$ cat config.mk
export PLATFORM = sky130hd
export DESIGN_NAME = cfg_port_bridge
export DESIGN_NICKNAME = d
export VERILOG_FILES = /design/src/rtl/cfgb_pkg.sv /design/src/rtl/cfgb_axil_port.sv /design/src/rtl/cfgb_regs.sv /design/src/rtl/cfgb_seq.sv /design/src/rtl/cfg_port_bridge.sv
export SDC_FILE = /design/constraint.sdc
export NUM_CORES = 1
export LEC_CHECK = 0
export BUFFER_PORTS_ARGS = -buffer_cell sky130_fd_sc_hd__clkbuf_2
export CORE_ASPECT_RATIO = 0.9
export CORE_MARGIN = 5
export CORE_UTILIZATION = 40
export CTS_BUF_LIST = sky130_fd_sc_hd__clkbuf_16
export DETAILED_ROUTE_END_ITERATION = 10
export PLACE_DENSITY = 0.71
export SYNTH_ARGS = -nofsm -noshare
export SYNTH_HDL_FRONTEND = slang
export SYNTH_SLANG_ARGS = --single-unit
$ cat constraint.sdc
create_clock -name clk_i -period 1.5 [get_ports clk_i]
set_input_delay 0.225 -clock clk_i [delete_from_list [all_inputs] [get_ports clk_i]]
set_output_delay 0.225 -clock clk_i [all_outputs]
set_load 0.05 [all_outputs]
$ cat src/rtl/cfgb_pkg.sv
package cfgb_pkg;
  localparam int unsigned OFF_RST  = 'h40;
  localparam int unsigned OFF_CTRL = 'h70;
  localparam int unsigned OFF_STAT = 'h74;

  localparam int unsigned SEL_BIT  = 29;
  localparam int unsigned RD_BIT   = 28;
  localparam int unsigned ADDR_LSB = 16;
  localparam int unsigned BUSY_BIT = 16;

  typedef enum logic [1:0] {REG_NONE, REG_RST, REG_CTRL, REG_STAT} reg_sel_e;
  typedef enum logic {ST_IDLE, ST_WAIT} seq_state_e;
endpackage

$ cat src/rtl/cfgb_axil_port.sv
module cfgb_axil_port #(
  parameter int AW = 8,
  parameter int DW = 32
) (
  input  logic          clk_i,
  input  logic          rst_ni,
  input  logic [AW-1:0] s_awaddr_i,
  input  logic          s_awvalid_i,
  output logic          s_awready_o,
  input  logic [DW-1:0] s_wdata_i,
  input  logic          s_wvalid_i,
  output logic          s_wready_o,
  output logic [1:0]    s_bresp_o,
  output logic          s_bvalid_o,
  input  logic          s_bready_i,
  input  logic [AW-1:0] s_araddr_i,
  input  logic          s_arvalid_i,
  output logic          s_arready_o,
  output logic [DW-1:0] s_rdata_o,
  output logic [1:0]    s_rresp_o,
  output logic          s_rvalid_o,
  input  logic          s_rready_i,
  output logic          wr_stb_o,
  output logic [AW-1:0] wr_addr_o,
  output logic [DW-1:0] wr_data_o,
  output logic [AW-1:0] rd_addr_o,
  input  logic [DW-1:0] rd_data_i
);
  logic          bvalid_q, rvalid_q;
  logic [DW-1:0] rdata_q;
  logic          wacc, racc;

  // address and data taken together; one response outstanding per channel
  assign wacc = s_awvalid_i && s_wvalid_i && !bvalid_q;
  assign racc = s_arvalid_i && !rvalid_q;

  always_ff @(posedge clk_i or negedge rst_ni) begin
    if (!rst_ni) begin
      bvalid_q <= 1'b0;
      rvalid_q <= 1'b0;
      rdata_q  <= '0;
    end else begin
      if (wacc)            bvalid_q <= 1'b1;
      else if (s_bready_i) bvalid_q <= 1'b0;
      if (racc) begin
        rvalid_q <= 1'b1;
        rdata_q  <= rd_data_i;
      end else if (s_rready_i) begin
        rvalid_q <= 1'b0;
      end
    end
  end

  assign s_awready_o = wacc;
  assign s_wready_o  = wacc;
  assign s_bresp_o   = 2'b00;
  assign s_bvalid_o  = bvalid_q;
  assign s_arready_o = !rvalid_q;
  assign s_rdata_o   = rdata_q;
  assign s_rresp_o   = 2'b00;
  assign s_rvalid_o  = rvalid_q;

  assign wr_stb_o  = wacc;
  assign wr_addr_o = s_awaddr_i;
  assign wr_data_o = s_wdata_i;
  assign rd_addr_o = s_araddr_i;
endmodule

$ cat src/rtl/cfgb_regs.sv
module cfgb_regs
  import cfgb_pkg::*;
#(
  parameter int AW     = 8,
  parameter int DW     = 32,
  parameter int CFG_AW = 7,
  parameter int CFG_DW = 16
) (
  input  logic              clk_i,
  input  logic              rst_ni,
  input  logic              wr_stb_i,
  input  logic [AW-1:0]     wr_addr_i,
  input  logic [DW-1:0]     wr_data_i,
  input  logic [AW-1:0]     rd_addr_i,
  output logic [DW-1:0]     rd_data_o,
  input  logic              busy_i,
  input  logic [CFG_DW-1:0] cap_i,
  output logic              start_o,
  output logic              start_rd_o,
  output logic [CFG_AW-1:0] start_addr_o,
  output logic [CFG_DW-1:0] start_data_o,
  output logic              core_run_o,
  output logic              clk_en_o
);
  localparam int WW = AW - 2;

  function automatic reg_sel_e decode(input logic [AW-1:0] a);
    if (a[AW-1:2] == WW'(OFF_RST >> 2))  return REG_RST;
    if (a[AW-1:2] == WW'(OFF_CTRL >> 2)) return REG_CTRL;
    if (a[AW-1:2] == WW'(OFF_STAT >> 2)) return REG_STAT;
    return REG_NONE;
  endfunction

  reg_sel_e wr_sel, rd_sel;
  logic     run_q, clken_q;
  logic     unused_bits;

  assign wr_sel = decode(wr_addr_i);
  assign rd_sel = decode(rd_addr_i);

  always_ff @(posedge clk_i or negedge rst_ni) begin
    if (!rst_ni) begin
      run_q   <= 1'b0;
      clken_q <= 1'b0;
    end else if (wr_stb_i && wr_sel == REG_RST) begin
      run_q   <= wr_data_i[0];
      clken_q <= wr_data_i[1];
    end
  end

  assign start_o      = wr_stb_i && wr_sel == REG_CTRL && wr_data_i[SEL_BIT] && !busy_i;
  assign start_rd_o   = wr_data_i[RD_BIT];
  assign start_addr_o = wr_data_i[ADDR_LSB +: CFG_AW];
  assign start_data_o = wr_data_i[CFG_DW-1:0];

  always_comb begin
    rd_data_o = '0;
    case (rd_sel)
      REG_RST:  rd_data_o[1:0] = {clken_q, run_q};
      REG_STAT: begin
        rd_data_o[BUSY_BIT]     = busy_i;
        rd_data_o[CFG_DW-1:0]   = cap_i;
      end
      default:  rd_data_o = '0;
    endcase
  end

  assign core_run_o = run_q;
  assign clk_en_o   = clken_q;

  assign unused_bits = ^{wr_addr_i[1:0], rd_addr_i[1:0], wr_data_i[DW-1:SEL_BIT+1],
                         wr_data_i[RD_BIT-1:ADDR_LSB+CFG_AW]};
endmodule

$ cat src/rtl/cfgb_seq.sv
module cfgb_seq
  import cfgb_pkg::*;
#(
  parameter int CFG_AW = 7,
  parameter int CFG_DW = 16
) (
  input  logic              clk_i,
  input  logic              rst_ni,
  input  logic              start_i,
  input  logic              start_rd_i,
  input  logic [CFG_AW-1:0] start_addr_i,
  input  logic [CFG_DW-1:0] start_data_i,
  output logic              cfg_en_o,
  output logic              cfg_we_o,
  output logic [CFG_AW-1:0] cfg_addr_o,
  output logic [CFG_DW-1:0] cfg_wdata_o,
  input  logic [CFG_DW-1:0] cfg_rdata_i,
  input  logic              cfg_rdy_i,
  output logic              busy_o,
  output logic [CFG_DW-1:0] cap_o
);
  seq_state_e        state_q;
  logic              en_q, we_q, rd_q;
  logic [CFG_AW-1:0] addr_q;
  logic [CFG_DW-1:0] wdata_q, cap_q;

  always_ff @(posedge clk_i or negedge rst_ni) begin
    if (!rst_ni) begin
      state_q <= ST_IDLE;
      en_q    <= 1'b0;
      we_q    <= 1'b0;
      rd_q    <= 1'b0;
      addr_q  <= '0;
      wdata_q <= '0;
      cap_q   <= '0;
    end else begin
      en_q <= 1'b0;
      we_q <= 1'b0;
      case (state_q)
        ST_IDLE: if (start_i) begin
          state_q <= ST_WAIT;
          en_q    <= 1'b1;
          we_q    <= !start_rd_i;
          rd_q    <= start_rd_i;
          addr_q  <= start_addr_i;
          wdata_q <= start_data_i;
        end
        ST_WAIT: if (cfg_rdy_i) begin
          state_q <= ST_IDLE;
          if (rd_q) cap_q <= cfg_rdata_i;
        end
        default: state_q <= ST_IDLE;
      endcase
    end
  end

  assign cfg_en_o    = en_q;
  assign cfg_we_o    = we_q;
  assign cfg_addr_o  = addr_q;
  assign cfg_wdata_o = wdata_q;
  assign busy_o      = state_q == ST_WAIT;
  assign cap_o       = cap_q;
endmodule

$ cat src/rtl/cfg_port_bridge.sv
module cfg_port_bridge #(
  parameter int AW     = 8,
  parameter int DW     = 32,
  parameter int CFG_AW = 7,
  parameter int CFG_DW = 16
) (
  input  logic              clk_i,
  input  logic              rst_ni,
  input  logic [AW-1:0]     s_awaddr_i,
  input  logic              s_awvalid_i,
  output logic              s_awready_o,
  input  logic [DW-1:0]     s_wdata_i,
  input  logic              s_wvalid_i,
  output logic              s_wready_o,
  output logic [1:0]        s_bresp_o,
  output logic              s_bvalid_o,
  input  logic              s_bready_i,
  input  logic [AW-1:0]     s_araddr_i,
  input  logic              s_arvalid_i,
  output logic              s_arready_o,
  output logic [DW-1:0]     s_rdata_o,
  output logic [1:0]        s_rresp_o,
  output logic              s_rvalid_o,
  input  logic              s_rready_i,
  output logic              cfg_en_o,
  output logic              cfg_we_o,
  output logic [CFG_AW-1:0] cfg_addr_o,
  output logic [CFG_DW-1:0] cfg_wdata_o,
  input  logic [CFG_DW-1:0] cfg_rdata_i,
  input  logic              cfg_rdy_i,
  output logic              core_run_o,
  output logic              clk_en_o
);
  logic              wr_stb;
  logic [AW-1:0]     wr_addr, rd_addr;
  logic [DW-1:0]     wr_data, rd_data;
  logic              seq_busy, start, start_rd;
  logic [CFG_AW-1:0] start_addr;
  logic [CFG_DW-1:0] start_data, cap;

  cfgb_axil_port #(.AW(AW), .DW(DW)) i_port (
    .clk_i, .rst_ni,
    .s_awaddr_i, .s_awvalid_i, .s_awready_o,
    .s_wdata_i, .s_wvalid_i, .s_wready_o,
    .s_bresp_o, .s_bvalid_o, .s_bready_i,
    .s_araddr_i, .s_arvalid_i, .s_arready_o,
    .s_rdata_o, .s_rresp_o, .s_rvalid_o, .s_rready_i,
    .wr_stb_o(wr_stb), .wr_addr_o(wr_addr), .wr_data_o(wr_data),
    .rd_addr_o(rd_addr), .rd_data_i(rd_data)
  );

  cfgb_regs #(.AW(AW), .DW(DW), .CFG_AW(CFG_AW), .CFG_DW(CFG_DW)) i_regs (
    .clk_i, .rst_ni,
    .wr_stb_i(wr_stb), .wr_addr_i(wr_addr), .wr_data_i(wr_data),
    .rd_addr_i(rd_addr), .rd_data_o(rd_data),
    .busy_i(seq_busy), .cap_i(cap),
    .start_o(start), .start_rd_o(start_rd),
    .start_addr_o(start_addr), .start_data_o(start_data),
    .core_run_o, .clk_en_o
  );

  cfgb_seq #(.CFG_AW(CFG_AW), .CFG_DW(CFG_DW)) i_seq (
    .clk_i, .rst_ni,
    .start_i(start), .start_rd_i(start_rd),
    .start_addr_i(start_addr), .start_data_i(start_data),
    .cfg_en_o, .cfg_we_o, .cfg_addr_o, .cfg_wdata_o,
    .cfg_rdata_i, .cfg_rdy_i,
    .busy_o(seq_busy), .cap_o(cap)
  );
endmodule

==> reports/qor.yml <==
outcome: "finished with violations"
violations: "setup timing"
ir_worst_vdd_mv: 0.6534
endpoint_kind: "register"
synth_area_mm2: 0.002633
cts_buffer_depth: 2
first_pass_iters: 4
finalSetupViolations: 28
clock-sinks: 64
grt_pass1_vias: 2066
clk_latency_ns: 0.32
skew_ns: 0.004272
hpwl_mm: 4.297
arrival_ns: 1.85
grt_usage_pct: 15.68
fmax_mhz: 606.7
core_area_mm2: 0.006481
die_x_um: 95.52
crit_path_max_fanout: 22
min_period_over_period_pct: 109.9
path_class: "reg2reg"
rrSetupSlack_ns: -0.15
required_ns: 1.70
die_h_um: 86.96
layout_common_cells: "clkbuf_2 (106), dfrtp_1 (62), mux2_2 (38), nand2_1 (30), conb_1 (19)"
n_antenna_cell: 0
fillers: 555
cts_made_buffers: 9
cts_tree: "done"
synth_area_leader_cell: "dfrtp_1"
seq_area_mm2: 0.001604
slew_violations: 0
synth_seq_area_share_pct: 60.84
start_kind: "register"
ios: 140
num_rows: 28
area_delta_synth_final_pct: 37.93
stdcell_area_mm2: 0.003631
min_path_type: "in2reg"
dieArea_mm2: 0.008306
nets: 399
rsz0062_at_grt: "true"
p_leak_nw: 2.005
post_drt_wl_per_cell_um: 14.20
setup_ws_ns: -0.1482
multi_input_area_um2: 903.4
layout-drive-gt1-share_pct: 53.92
fin_util_pct: 56.02
ys_top_cells_by_area: "dfrtp_1 (61%), mux2_2 (18%), buf_4 (5.7%)"
grt_overflow: 0
routed_via_density: 4.571
antenna_found_initial: 0
ys_types: 23
clk_pin_slew_worst_paths_ns: 0.05
grt_max_degree: 65
grt_pass1_wl_mm: 9.922
ant_nets: 0
wirelength_mm: 5.991
final-hold-violation-count: 0
gp_congestion: 0.7251
drc_errors: 0
cap_violations: 0
clockRootBuffer: "clkbuf_16"
yosys_warnings: 0
htreeDepth: 3
powerDensity_mw_per_mm2: 1179
yosys.area.top_type_share_pct: 60.84
pre_cts_ws_ns: -0.3121
syn_avg_cell_area_um2: 12.84
drt-initial-drc-count: 35
ys_seq_elements: 64
initial_core_util_pct: 40.62
layout_commonest_cell: "clkbuf_2"
num_vias: 1929
place_area_mm2: 0.003282
syn-instance-count: 205
fin_crit_ns: 1.648
port_buffers: 109
==> kinds of logic (layout without fill, tap and decap cells) <==
group	after synthesis	in the layout	share of synthesized area, %
DFF	64	64	60.84
and+or+nand+nor	44	44	8.223
muxes	42	42	17.97
buffers and inverters	32	141	7.984
AOI/OAI and AO/OA	22	22	4.848
other	1	19	0.1424
==> worst paths after layout <==
kind / end / startpoint / cells after the start
min reg2reg: i_port.s_rdata_o[3] / i_port.s_rdata_o[3] / 2
max reg2reg: i_seq.cfg_wdata_o[14] / i_port.s_bvalid_o / 5
min: i_port.s_bvalid_o / s_bready_i / 2
min in group asynchronous: i_seq.cfg_addr_o[4] / rst_ni / 3
max in group asynchronous: i_port.s_rvalid_o / rst_ni / 3
max: i_seq.cfg_wdata_o[14] / i_port.s_bvalid_o / 5
==> sequential cells by signal (all words and copies together) (netlist names) <==
name,flops
i_port.s_rdata_o,17
i_seq.cap_o,16
i_seq.cfg_wdata_o,16
i_seq.cfg_addr_o,7
i_port.s_bvalid_o,1
i_port.s_rvalid_o,1
i_regs.clk_en_o,1
i_regs.core_run_o,1
i_seq.busy_o,1
i_seq.cfg_en_o,1
i_seq.cfg_we_o,1
i_seq.rd_q,1
==> where the power goes <==
| part | switching [W] | internal [W] | total (W) |
|---|---|---|---|
| Combinational | 0.000392 | 0.000151 | 0.000543 |
| Sequential | 0.0000227 | 0.00177 | 0.00179 |
| Clock | 0.000694 | 0.00125 | 0.00195 |
==> what timing repair did <==
action	4_1_cts	5_1_grt
resized for setup	7	6
setup endpoints to repair	28	28
hold buffers	1	0
endpoints found under the hold margin	64	0
buffers inserted	1	1
==> metrics by stage <==
step                      std cells  hold slack, ns  setup TNS [ns]  power [W]
after global routing            422         0.09651          -5.464   0.004456
after detailed placement        404          0.2651          -7.570   0.002344
after global placement          404          0.2655          -7.004   0.002336
after floorplan                 223        -0.07059          -6.708   0.002185
final                           422         0.08165          -3.189   0.004280
after CTS                       422         0.07531          -3.413   0.004328
==> per-layer routing <==
layer	up-vias	GRT usage, %	routed length [um]
met2	91	24.41	2778
li1	899	-	-
met1	928	19.16	2445
met4	0	6.718	106
met5	-	0	0
met3	11	6.569	661
==> layout make-up <==
class / count / share of cell area [%]
clock buffers: 9 / 6.203
clock inverters: 7 / 1.516
inverters: 4 / 0.4824
multi-input cells: 127 / 24.88
flip-flops and latches: 64 / 44.18
well taps: 90 / 3.101
repair buffers: 121 / 19.64
==> critical path, stage by stage (launching register included) <==
cell,delay (ns)
dfrtp_2,0.39
nand3b_1,0.21
buf_6,0.15
nor3_4,0.22
buf_12,0.20
mux2_2,0.35
==> cells in the mapped netlist <==
cell / number
conb_1: 1
nor3_1: 1
nor2_1: 1
buf_4: 20
nor2b_1: 1
nand3b_1: 1
nand3_1: 2
a22o_1: 4
o21ai_0: 17
mux2_2: 42
nand2_1: 30
nand2b_1: 1
clkbuf_1: 6
inv_1: 4
nor4_1: 1
or4_1: 1
nor3_4: 1
dfrtp_1: 64
nand4b_1: 1
buf_6: 2
and3_1: 2
a21o_1: 1
or4b_4: 1
Power figures use the tool's default switching activity.
